## src/rtl/freeze_pkg.sv

```systemverilog
// Shared types and helpers for the power-down freeze unit.
// Assumes: nothing beyond standard SystemVerilog.
package freeze_pkg;

    // Operating phase of the freeze sequencer.
    typedef enum logic [1:0] {
        PH_RUN     = 2'd0,
        PH_SLEEP   = 2'd1,
        PH_RECOVER = 2'd2
    } phase_e;

    // Width needed to count down from n-1 to 0, at least one bit.
    function automatic int cnt_width(input int n);
        return (n < 2) ? 1 : $clog2(n);
    endfunction

endpackage

```

## src/rtl/pin_keeper.sv

```systemverilog
// Per-pin hold latch modelling a weak bus keeper.
// A driven pin passes straight through; an undriven pin shows the level
// captured at the last clock edge. Assumes: drive-valid is synchronous.
module pin_keeper #(
    parameter int W = 8
) (
    input  logic         clk,
    input  logic         rst_n,
    input  logic [W-1:0] pin,
    input  logic [W-1:0] drv,
    output logic [W-1:0] kept
);

    logic [W-1:0] last_q;

    // One transparent-when-driven cell per pin.
    generate
        for (genvar i = 0; i < W; i++) begin : g_cell
            assign kept[i] = drv[i] ? pin[i] : last_q[i];
        end
    endgenerate

    // Remember the presented level for the next undriven cycle.
    always_ff @(posedge clk) begin
        if (!rst_n) last_q <= '0;
        else        last_q <= kept;
    end

endmodule

```

## src/rtl/freeze_stage.sv

```systemverilog
// Freezable pass-through: while `freeze` is low the output follows `d`
// and a shadow copy is taken each edge; while high the shadow is shown.
// Assumes: `freeze` is a registered signal changing only at clock edges.
module freeze_stage #(
    parameter int W = 8
) (
    input  logic         clk,
    input  logic         rst_n,
    input  logic         freeze,
    input  logic [W-1:0] d,
    output logic [W-1:0] q
);

    logic [W-1:0] shadow_q;

    // Capture the live value every running cycle, keep it while frozen.
    always_ff @(posedge clk) begin
        if (!rst_n)       shadow_q <= '0;
        else if (!freeze) shadow_q <= d;
    end

    // Select live or shadowed data.
    always_comb begin
        q = freeze ? shadow_q : d;
    end

endmodule

```

## src/rtl/pd_sequencer.sv

```systemverilog
// Freeze sequencer: enters sleep on a sampled request, leaves it on the
// sampled release, then counts WAKE_CYC edges before flagging readiness.
// Assumes: WAKE_CYC >= 1.
module pd_sequencer
    import freeze_pkg::*;
#(
    parameter int WAKE_CYC = 4
) (
    input  logic clk,
    input  logic rst_n,
    input  logic cfg_en,
    input  logic ctl_level,
    output logic asleep,
    output logic ready
);

    localparam int CW = cnt_width(WAKE_CYC);
    localparam logic [CW-1:0] CNT_LOAD = CW'(WAKE_CYC - 1);

    phase_e        phase_q, phase_d;
    logic [CW-1:0] cnt_q, cnt_d;
    logic          req;

    // Freeze is requested only when the pin has that role.
    assign req = cfg_en & ctl_level;

    // Next phase and recovery count.
    always_comb begin
        phase_d = phase_q;
        cnt_d   = cnt_q;
        unique case (phase_q)
            PH_RUN: begin
                if (req) phase_d = PH_SLEEP;
            end
            PH_SLEEP: begin
                if (!req) begin
                    phase_d = PH_RECOVER;
                    cnt_d   = CNT_LOAD;
                end
            end
            PH_RECOVER: begin
                if (req)              phase_d = PH_SLEEP;
                else if (cnt_q == '0) phase_d = PH_RUN;
                else                  cnt_d   = cnt_q - 1'b1;
            end
            default: phase_d = PH_RUN;
        endcase
    end

    // Phase and counter registers.
    always_ff @(posedge clk) begin
        if (!rst_n) begin
            phase_q <= PH_RUN;
            cnt_q   <= '0;
        end else begin
            phase_q <= phase_d;
            cnt_q   <= cnt_d;
        end
    end

    assign asleep = (phase_q == PH_SLEEP);
    assign ready  = (phase_q == PH_RUN);

endmodule

```

## src/rtl/freeze_ctrl.sv

```systemverilog
// Top of the power-down freeze unit. Keepers condition all pins, the
// sequencer decides the phase, and two freeze stages hold array inputs
// and pad outputs. Assumes: one clock domain, synchronous active-low reset.
module freeze_ctrl #(
    parameter int N_IN     = 8,
    parameter int N_OUT    = 6,
    parameter int WAKE_CYC = 4
) (
    input  logic             clk,
    input  logic             rst_n,
    input  logic             cfg_pd_en,
    input  logic             pd_pin,
    input  logic             pd_drv,
    input  logic [N_IN-1:0]  pin_in,
    input  logic [N_IN-1:0]  pin_drv,
    output logic [N_IN-1:0]  arr_in,
    output logic             arr_pd,
    output logic             core_ce,
    input  logic [N_OUT-1:0] core_out,
    output logic [N_OUT-1:0] pad_out,
    output logic             wake_ready
);

    localparam int NK = N_IN + 1;

    logic [NK-1:0] kept;
    logic          asleep;

    // Keepers on every pin; the control pin is the top slot.
    pin_keeper #(.W(NK)) u_keep (
        .clk  (clk),
        .rst_n(rst_n),
        .pin  ({pd_pin, pin_in}),
        .drv  ({pd_drv, pin_drv}),
        .kept (kept)
    );

    pd_sequencer #(.WAKE_CYC(WAKE_CYC)) u_seq (
        .clk      (clk),
        .rst_n    (rst_n),
        .cfg_en   (cfg_pd_en),
        .ctl_level(kept[N_IN]),
        .asleep   (asleep),
        .ready    (wake_ready)
    );

    // Block the array inputs while asleep.
    freeze_stage #(.W(N_IN)) u_in_hold (
        .clk   (clk),
        .rst_n (rst_n),
        .freeze(asleep),
        .d     (kept[N_IN-1:0]),
        .q     (arr_in)
    );

    // Hold the pad outputs while asleep.
    freeze_stage #(.W(N_OUT)) u_out_hold (
        .clk   (clk),
        .rst_n (rst_n),
        .freeze(asleep),
        .d     (core_out),
        .q     (pad_out)
    );

    // Control pin slot of the array: constant when it serves as freeze request.
    always_comb begin
        arr_pd = cfg_pd_en ? 1'b0 : kept[N_IN];
    end

    assign core_ce = ~asleep;

endmodule

```

## config.mk

```make
export PLATFORM = sky130hd
export DESIGN_NAME = freeze_ctrl
export DESIGN_NICKNAME = d
export VERILOG_FILES = /design/src/rtl/freeze_pkg.sv /design/src/rtl/pin_keeper.sv /design/src/rtl/freeze_stage.sv /design/src/rtl/pd_sequencer.sv /design/src/rtl/freeze_ctrl.sv
export SDC_FILE = /design/constraint.sdc
export NUM_CORES = 1
export LEC_CHECK = 0
export ABC_CLOCK_PERIOD_IN_PS = 1300
export CAP_MARGIN = 30
export CORE_MARGIN = 4
export CORE_UTILIZATION = 35
export DETAILED_ROUTE_END_ITERATION = 8
export DONT_BUFFER_PORTS = 1
export PLACE_DENSITY_LB_ADDON = 0.12
export SETUP_SLACK_MARGIN = 0.5
export SYNTH_ARGS = -nofsm -noshare
export SYNTH_HDL_FRONTEND = slang
export SYNTH_SLANG_ARGS = --single-unit
```

## constraint.sdc

```tcl
create_clock -name clk -period 1.3 [get_ports clk]
set_input_delay 0.13 -clock clk [delete_from_list [all_inputs] [get_ports clk]]
set_output_delay 0.13 -clock clk [all_outputs]
set_load 0.02 [all_outputs]
```

; Word level (Yosys, flattened, before mapping)
; Cells that the tools add are included.
[totals]
romBits = 0
ff_bits = 27
out_inout_bits = 17
inputBits = 27
mem_bits_rw = 0
mem_count = 0
latchBits = 0
word_cells = 41
[op_classes]
eq_ne = 7
mul = 0
addsub = 1
bitwise = 2
div = 0
n_reduce_logical = 5
mux = 21
n_lt_le_gt_ge = 0
shifts = 0
[op_table]
columns = op, n
row1 = 2-bit 2-to-1 mux, 7
row2 = 1-bit 2-to-1 mux, 10
row3 = 8-bit 2-to-1 mux, 1
row4 = 6-bit 2-to-1 mux, 1
row5 = "2-bit != test, second input constant", 3
row6 = 2-bit case mux with 3 select lines, 1
row7 = 2-bit logical NOT, 2
row8 = 2-bit case mux with 2 select lines, 1
row9 = 4-bit AND reduction, 1
row10 = "3-bit by 1-bit != test with 1-bit output, second input constant", 1
row11 = 3-bit AND reduction, 1
row12 = "2-bit by 1-bit == test with 1-bit output, second input constant", 1
row13 = "2-bit == test, second input constant", 1
row14 = "2-bit by 1-bit != test with 1-bit output, second input constant", 1
row15 = 2-bit nonzero test, 1
row16 = "2-bit by 1-bit subtractor with 2-bit output, second input constant", 1
row17 = 1-bit bitwise AND, 1
row18 = 1-bit NOT, 1

; Longest topological paths before layout
; Gate-level depths: netlist (run 1).
[logic_depth]
ltp_word = 4
ltp_mapped = 5

; By module
; A second synthesis (run 1) with hierarchy kept.
[unflattened]
hier_cells = 93
area_unflattened_um2 = 1178.6
[by_module_without_submodules]
columns = module, instances, area_each_um2, cells_each, seq_area_each_um2
row1 = pin_keeper, 1, 374.1, 27, 180.2
row2 = freeze_stage (u_in_hold), 1, 344.1, 25, 160.2
row3 = freeze_stage (u_out_hold), 1, 261.5, 19, 120.1
row4 = pd_sequencer, 1, 181.4, 20, 80.1
row5 = freeze_ctrl, 1, 17.5, 2, 0.0

; Least setup slack after synthesis (run 1)
; OpenSTA, ideal clock, no wires.
[synth_timing]
kind = register to register
startpoint = reg u_seq.cnt_q[0]
endpoint = reg u_seq.cnt_q[1]
path_stages_with_launch = 6
path_slack_ns = -0.012
required_time_ns = 1.179
arrival_ns = 1.191
cell_sequence = dfxtp_1 inv_1 ha_1 or3b_1 o2bb2ai_2 mux2i_1
[synth_via]
elab_chain_len = 4
[synth_lines]
columns = element, line
row1 = from (decl), pd_sequencer.sv:21  ; logic [CW-1:0] cnt_q, cnt_d;
row2 = from (signal assigned), pd_sequencer.sv:57  ; cnt_q <= cnt_d;
row3 = 2-bit by 1-bit subtractor with 2-bit output, pd_sequencer.sv:44  ; else cnt_d = cnt_q - 1'b1;
row4 = 2-bit 2-to-1 mux, pd_sequencer.sv:43  ; else if (cnt_q == '0) phase_d = PH_RUN;
row5 = 2-bit 2-to-1 mux, pd_sequencer.sv:42  ; if (req) phase_d = PH_SLEEP;
row6 = 2-bit case mux with 2 select lines, pd_sequencer.sv:31  ; unique case (phase_q)
; Several ways; a longest one is shown, not always the timed one. The select of a mux whose other input is x is not followed.
; A chain may end at the register's enable or synchronous reset.

; Final worst setup path (run 1)
[layout_timing]
startpoint = reg u_seq.phase_q[1]
endpoint = out pad_out[2]
[layout_via]
elab_chain_len = 2
[layout_lines]
columns = element, line
row1 = from (decl), pd_sequencer.sv:20  ; phase_e phase_q, phase_d;
row2 = from (signal assigned), pd_sequencer.sv:56  ; phase_q <= phase_d;
row3 = 2-bit by 1-bit == test with 1-bit output, pd_sequencer.sv:61  ; assign asleep = (phase_q == PH_SLEEP);
row4 = 6-bit 2-to-1 mux, freeze_stage.sv:24  ; q = freeze ? shadow_q : d;
row5 = to (decl), freeze_ctrl.sv:20  ; output logic [N_OUT-1:0] pad_out,
; Every way passes these cells.

==> key figures, run 1 <==
Global routing
  • GRT Residual Overflow: 0
  • Tot GR Track Use: 13.8%
  • Vias in the first global route: 1000
  • Initial antenna violation count: 0
  • Pin count of the biggest net entering global routing: 18
  • Global-route wire length before repair: 4570 um

Floorplan
  • Chip Height: 65.8 um
  • Die ar.: 4340 sq um
  • Die width: 65.8 um
  • CORE AREA: 3130 sq um
  • I/O pin cnt: 44
  • Starting Density: 37.4%
  • # rows: 20

Pwr
  • Sequential power share: 49.0%
  • PD cells: 918 nW/um^2
  • Switching power: 0.000520 W
  • Sw frac: 28.1%
  • Worst vdd ir: 0.468 mV
  • Clock share of power: 20.1%
  • Comb pwr share: 30.8%
  • Cell-internal power: 0.00133 W
  • Lkg Pwr: 0.818 nW
  • Total Power: 0.00185 W

Worst setup path
  • Worst setup path start: u_seq.phase_q[1]$_SDFFE_PN0P_
  • Worst path cell trace: nand2b_4 > mux2_4 > buf_12
  • Worst R2R Setup Slack: -110 ps
  • FF-to-FF path depth: 5
  • Max FO, Critical Path: 5
  • Setup CP Type: register to output pin
  • Slowest-stage cell, CP: dfxtp_4
  • Max incr delay on CP: 410 ps
  • Reg2Reg Capture Point: u_seq.cnt_q[1]$_SDFFE_PN0P_
  • Crit path DAT: 1400 ps
  • Kind of end point of the critical path: output pin
  • FF-to-FF Start: u_seq.phase_q[0]$_SDFFE_PN0P_
  • Critical Path Source Type: register
  • Req. time, crit path: 1170 ps

Clocking
  • Number of buffers created by CTS: 3
  • Root buffer cell: clkbuf_4
  • Worst skew pair latency: 330 ps
  • CTS Sinks: 27
  • CTS tree: built
  • Hold-fix buffers, CTS: 2
  • Clock Pin Slew Worst Setup and Hold Paths: 160 ps
  • H-tree levels: 1
  • Longest Clk Path Bufs: 2

Synth
  • Syn Nets: 139
  • Yosys Warn Count: 0
  • Syn Area/Cell: 10.6 sq um
  • Register area share after synthesis: 46.2%
  • Yosys cell types: 22
  • Syn Inst Count: 111
  • Synthesized flop and latch total: 27
  • Post-Syn Area: 1170 sq um

Drt
  • Routed WL: 3030 um
  • DRC: 0
  • Post-route ant nets: 0
  • Iteration-0 DRC Markers: 9
  • WL/cell: 16.0 um
  • DRT Pass-1 Iters: 4
  • Via Count: 946
  • Routed vias/inst: 5.01

Finish
  • Fill count: 253
  • Commonest non-fill, non-tap cell in the layout: dfxtp_1
  • Area of the multi-input gates: 878 sq um
  • Most frequent cells in the layout: dfxtp_1 (22), buf_12 (15), buf_4 (13), and2_1 (10), nor2_1 (10)
  • Layout area overhead: 72.3%
  • Storage cell area: 552 sq um
  • Diode count: 0
  • Final net count: 174
  • Final core occ: 64.5%
  • Share of layout cells above drive strength 1: 62.8%

Placement
  • HPWL Detailed: 1840 um
  • Routability Congestion: 0.853
  • Buffers added on ports: 0

Run
  • Max-cap violation count: 0

STA
  • Tightest Pin Transition: 582 ps
  • Final Hold Fails: 5
  • Min Tclk post-route: 1530 ps
  • RSZ-0062 raised after global routing: true
  • Clk_skew: 17.1 ps
  • Worst setup margin: -228 ps
  • Crit share post-route: 118%
  • F_max: 0.655 GHz
  • Final Setup Violations: 17
  • Worst hold slack: -33.0 ps
  • Slew margin rel.: 61.2%
  • Final Max Tran Viols: 0

Worst hold path
  • Hold Path Class: primary input to register
  • Hold depth: 2
  • End of the worst hold path: u_keep.last_q[2]$_SDFF_PN0_
  • Min-delay src: pin_in[2]

Status
  • Failing checks: negative hold slack, negative setup slack
  • Status: complete, but fails checks
synth_stat cells, drive strengths merged:
master,instances,share of area (%)
a211oi,2,1.3
a21oi,8,6.0
and2,14,7.5
buf,4,3.1
clkbuf,2,0.64
dfxtp,27,46
ha,1,1.1
inv,4,1.3
mux2,6,7.7
mux2i,10,8.5
nand2,2,0.64
nand2b,4,2.1
nand3b,1,0.64
nor2,13,4.2
nor3,1,0.43
nor3b,8,5.1
nor4bb,1,0.85
o221ai,1,0.75
o2bb2ai,1,1.3
or3b,1,0.75
critical path, delay by kind of cell (launching register included):
family                 cells  cell delay, ps
buffers and inverters      1             140
flip-flops                 1             410
multiplexers               1             340
AND/OR/NAND/NOR            1             200
final cells by class:
class,count,share of cell area (%)
timing repair buffer,35,24.3
tap,44,2.73
multi-input combinational,75,43.5
sequential,27,27.3
clock buffer,3,1.12
inverter,4,0.744
clock inverter,1,0.248
stage by stage:
step | cell area [sq um] | hold WS [ps] | TNS [ps] | instances | setup WS, ps
after floorplan | 1340 | 249 | 0 | 111 | 43.8
after global placement | 1670 | 255 | 0 | 169 | 28.0
after CTS | 1850 | 27.1 | -3710 | 181 | -265
after detailed placement | 1670 | 258 | -33.5 | 169 | -33.5
final | 2020 | -33.0 | -2940 | 189 | -228
after global routing | 2020 | -20.9 | -3850 | 189 | -276
power groups by stage:
stage,Combinational [W],Sequential (W),Clock (W)
4_1_cts,0.000523,0.000901,0.000388
2_1_floorplan,0.000268,0.000914,0
6_report,0.000571,0.000909,0.000373
3_3_place_gp,0.000458,0.000921,0
3_5_place_dp,0.000468,0.000922,0
5_1_grt,0.000602,0.000915,0.000423
registers in the layout (all words and copies together), names as in the netlist:
register and count:
u_out_hold.shadow_q 6, u_seq.phase_q 2, u_in_hold.shadow_q 8, u_keep.last_q 9, u_seq.cnt_q 2
kinds of logic (layout without fill, tap and decap cells):
family | after synthesis | in the layout | synth area share [%]
AND/OR/NAND/NOR | 45 | 46 | 22.2
buffers and inverters | 10 | 43 | 5.02
flip-flops | 27 | 27 | 46.2
adder cells (fa/ha/maj) | 1 | 1 | 1.07
multiplexers | 16 | 16 | 16.2
AO/OA/AOI/OAI | 12 | 12 | 9.29
worst max path at each step:
stage,endpoint,slack [ps]
floorplan,u_seq.cnt_q[1]$_SDFFE_PN0P_,40
global placement,u_seq.cnt_q[1]$_SDFFE_PN0P_,30
detailed placement,u_seq.cnt_q[1]$_SDFFE_PN0P_,-30
CTS,arr_in[0],-260
global route,pad_out[1],-280
finish,pad_out[2],-230
routing by layer:
| layer | up-vias | GRT usage, % | part of all wire [%] |
|---|---|---|---|
| met5 | - | 0 | 0 |
| li1 | 442 | - | - |
| met4 | 0 | 6.22 | 2.1 |
| met1 | 465 | 14.8 | 38 |
| met2 | 31 | 25.7 | 55 |
| met3 | 8 | 2.89 | 5.1 |
what timing repair did:
item	in CTS	in global routing
gates cloned	0	2
gates resized for setup	17	20
endpoints found under the hold margin	17	5
setup endpoints to repair	35	42
pin swaps	5	7
buffers inserted	6	6
Note: power is estimated with default switching activity, not from simulation.
==> inputs of run 2 (changes only) <==
--- a/config.mk
+++ b/config.mk
@@ -5,6 +5,7 @@
 export SDC_FILE = /design/constraint.sdc
 export NUM_CORES = 1
 export LEC_CHECK = 0
+export ABC_AREA = 1
 export ABC_CLOCK_PERIOD_IN_PS = 1300
 export CAP_MARGIN = 30
 export CORE_MARGIN = 4
==> run 2 against run 1 <==
- the run still ends with negative hold slack, negative setup slack left
- largest cell class unchanged
- cell count is 13% higher
- clock-buffer cell count rose by 1
- critical path depth rose by 3
==> key figures, run 2 <==
Synth
  • Most numerous cell in the Yosys netlist: inv_1
  • Register area share after synthesis: 46.4% (+0.20 points)
  • Top FF cell, synth: dfxtp_1
  • Post-Syn Area: 1170 sq um (-0.43%)
  • Top cells by count, synth: inv_1 (31), nor2_1 (29), dfxtp_1 (27)
  • Yosys top cell area share: 46.4% (+0.20 points)
  • Syn Inst Count: 155 (+40%)
  • Synthesized flop and latch total: 27 (unchanged)
  • Post-synth ARST share: 0% (unchanged)
  • Yosys cell types: 18 (-18%)
  • Yosys Warn Count: 0 (unchanged)
  • Syn Area/Cell: 7.52 sq um (-29%)
  • Area leader, netlist: dfxtp_1
  • Synth top area cells: dfxtp_1 (46%), o21ai_2 (11%), inv_1 (10%), nor2_1 (9.3%), nand2_1 (7.7%)
  • Syn Nets: 183 (+32%)
  • Number of synthesized flops with an enable pin: 0 (unchanged)

Drt
  • Post-route ant nets: 0 (unchanged)
  • Via Count: 932 (-1.5%)
  • Routed vias/inst: 4.38 (-13%)
  • Routed WL: 2370 um (-22%)
  • WL/cell: 11.1 um (-31%)
  • DRC: 0 (unchanged)
  • DRT Pass-1 Iters: 2 (-2)
  • Iteration-0 DRC Markers: 57 (+48)

Finish
  • Most flop-heavy register: u_keep.last_q
  • Fill count: 325 (+28%)
  • Final net count: 198 (+14%)
  • Most frequent cells in the layout: nor2_1 (26), dfxtp_1 (22), inv_2 (19), nand2_1 (13), inv_1 (11)
  • Diode count: 0 (unchanged)
  • Largest regs: u_keep.last_q: 9 flops, u_in_hold.shadow_q: 8 flops, u_out_hold.shadow_q: 6 flops
  • Largest register FFs: 9 (unchanged)
  • Fin cells: 213 (+13%)
  • Layout area overhead: 34.2%
  • Commonest non-fill, non-tap cell in the layout: nor2_1
  • Finished layout cell area: 1570 sq um (-22%)
  • Share of layout cells above drive strength 1: 47.9% (-15 points)

Status
  • Failing checks: negative hold slack, negative setup slack
  • Status: complete, but fails checks

Pwr
  • Lkg Pwr: 0.698 nW (-15%)
  • Comb pwr share: 25.0% (-5.8 points)
  • Switching power: 0.000521 W (about the same)
  • Clock share of power: 20.5% (+0.4 points)
  • PD cells: 1080 nW/um^2 (+18%)
  • Worst vdd ir: 0.538 mV (+15%)
  • Cell-internal power: 0.00117 W (-12%)
  • Sw frac: 30.8% (+2.8 points)
  • Sequential power share: 54.5% (+5.5 points)

Worst setup path
  • Req. time, crit path: 1170 ps (about the same)
  • Kind of end point of the critical path: output pin
  • Max incr delay on CP: 380 ps (-30 ps)
  • Worst R2R Setup Slack: 210 ps (+320 ps)
  • Crit path DAT: 1260 ps (-140 ps)
  • Slowest-stage cell, CP: dfxtp_4
  • Reg2Reg Capture Point: u_out_hold.shadow_q[3]$_SDFF_PN0_
  • FF-to-FF Start: u_seq.phase_q[1]$_SDFFE_PN0P_
  • FF-to-FF path depth: 7 (+2)
  • Max FO, Critical Path: 6 (+1)
  • Worst path cell trace: inv_4 > nand2_8 > inv_6 > or2_4 > o21ai_4 > inv_2
  • Setup CP Type: register to output pin
  • Worst path bufs/invs: 3 (+2)
  • Top delay family on crit path: flip-flops
  • Critical Path Source Type: register

Global routing
  • GRT Residual Overflow: 0 (unchanged)
  • Initial antenna violation count: 0 (unchanged)
  • Pin count of the biggest net entering global routing: 15 (-3)
  • Global-route wire length before repair: 4040 um (-12%)
  • Tot GR Track Use: 11.8% (-2.0 points)
  • Vias in the first global route: 981 (-1.9%)

Clocking
  • CTS tree: built
  • Worst skew pair latency: 310 ps (-20 ps)
  • Longest Clk Path Bufs: 2 (unchanged)
  • H-tree levels: 1 (unchanged)
  • Hold-fix buffers, CTS: 1 (-1)
  • Root buffer cell: clkbuf_4
  • CTS Sinks: 27 (unchanged)
  • Clock Pin Slew Worst Setup and Hold Paths: 140 ps (-20 ps)
  • Number of buffers created by CTS: 3 (unchanged)

Worst hold path
  • Min-delay src: pin_drv[7]
  • Hold depth: 2 (unchanged)
  • End of the worst hold path: u_keep.last_q[7]$_SDFF_PN0_
  • Hold Path Class: primary input to register

STA
  • Final Setup Violations: 15 (-2)
  • Tightest Pin Transition: 416 ps (-166 ps)
  • Clk_skew: 6.91 ps (-10.2 ps)
  • Slew margin rel.: 72.2% (+11 points)
  • Crit share post-route: 107% (-11 points)
  • RSZ-0062 raised after global routing: true
  • Worst hold slack: -16.7 ps (+16.3 ps)
  • Final Hold Fails: 3 (-2)
  • Final Max Tran Viols: 0 (unchanged)
  • Worst setup margin: -89.6 ps (+138 ps)
  • F_max: 0.720 GHz (+10%)
  • Min Tclk post-route: 1390 ps (-138 ps)

Placement
  • Placed Area: 1260 sq um (-25%)
  • Pre-CTS setup slack: 165 ps (+198 ps)
  • Routability Congestion: 0.696 (-18%)
  • Buffers added on ports: 0 (unchanged)
  • HPWL Detailed: 1630 um (-11%)
  • Dpl cells: 198 (+17%)

Floorplan
  • Starting Density: 37.3% (-0.16 points)
  • Die width: 65.7 um (-0.19%)
  • CORE AREA: 3130 sq um (unchanged)
  • # rows: 20 (unchanged)
  • I/O pin cnt: 44 (unchanged)
  • Die ar.: 4320 sq um (-0.38%)
  • Chip Height: 65.7 um (-0.19%)

Run
  • Max-cap violation count: 0 (unchanged)
run 2: worst max-delay path by stage:
stage | from | to | slack (ps) | cells past startpoint
after floorplan | u_seq.phase_q[1]$_SDFFE_PN0P_ | pad_out[1] | 290 | 6
after global placement | u_seq.phase_q[1]$_SDFFE_PN0P_ | arr_in[2] | 180 | 6
after detailed placement | u_seq.phase_q[1]$_SDFFE_PN0P_ | arr_in[4] | 160 | 6
after CTS | u_seq.phase_q[1]$_SDFFE_PN0P_ | pad_out[0] | -100 | 6
after global routing | u_seq.phase_q[1]$_SDFFE_PN0P_ | pad_out[5] | -160 | 6
final | u_seq.phase_q[1]$_SDFFE_PN0P_ | pad_out[1] | -90 | 6
run 2: kinds of logic after synthesis:
group / Yosys count / share of synthesized area, %
DFF: 27 / 46.4
AOI/OAI and AO/OA: 25 / 15.5
and+or+nand+nor: 64 / 23.0
buffers and inverters: 38 / 14.2
adders and majority gates: 1 / 1.07
run 2: what timing repair did:
action,4_1_cts,5_1_grt
buffers inserted,7,2
gates resized for setup,33,20
endpoints found under the setup margin,35,43
endpoints found under the hold margin,2,1
cloned,1,0
pin swaps,10,9
run 2: layer usage:
layer	vias up	GRT usage, %	wire length (um)
li1	494	-	-
met1	414	12.7	960
met2	22	22.5	1250
met3	2	3.08	141
met4	0	3.11	10
met5	-	0	0
run 2: final cells by class:
type / instances / area [sq um] / share of cell area [%]
timing repair buffer: 14 / 151 / 9.67
tap: 44 / 55.1 / 3.52
inverter: 34 / 138 / 8.79
sequential: 27 / 552 / 35.3
multi-input combinational: 90 / 643 / 41.1
clock buffer: 4 / 26.3 / 1.68
run 2: metrics by stage:
step           setup TNS (ps)  hold slack [ps]  util (%)  total power [W]
5_1_grt                 -2060            -14.5      50.0          0.00179
3_5_place_dp                0              244      40.2          0.00124
6_report                -1020            -16.7      50.0          0.00169
4_1_cts                 -1240             21.4      48.2          0.00169
3_3_place_gp                0              241      40.2          0.00124
2_1_floorplan               0              236         -          0.00120
run 2: power groups by stage:
stage	combinational (W)	sequential [W]	clock (W)
after floorplan	0.000268	0.000929	0
after global placement	0.000303	0.000933	0
after detailed placement	0.000308	0.000933	0
after CTS	0.000398	0.000920	0.000369
after global routing	0.000465	0.000929	0.000398
final	0.000421	0.000921	0.000346
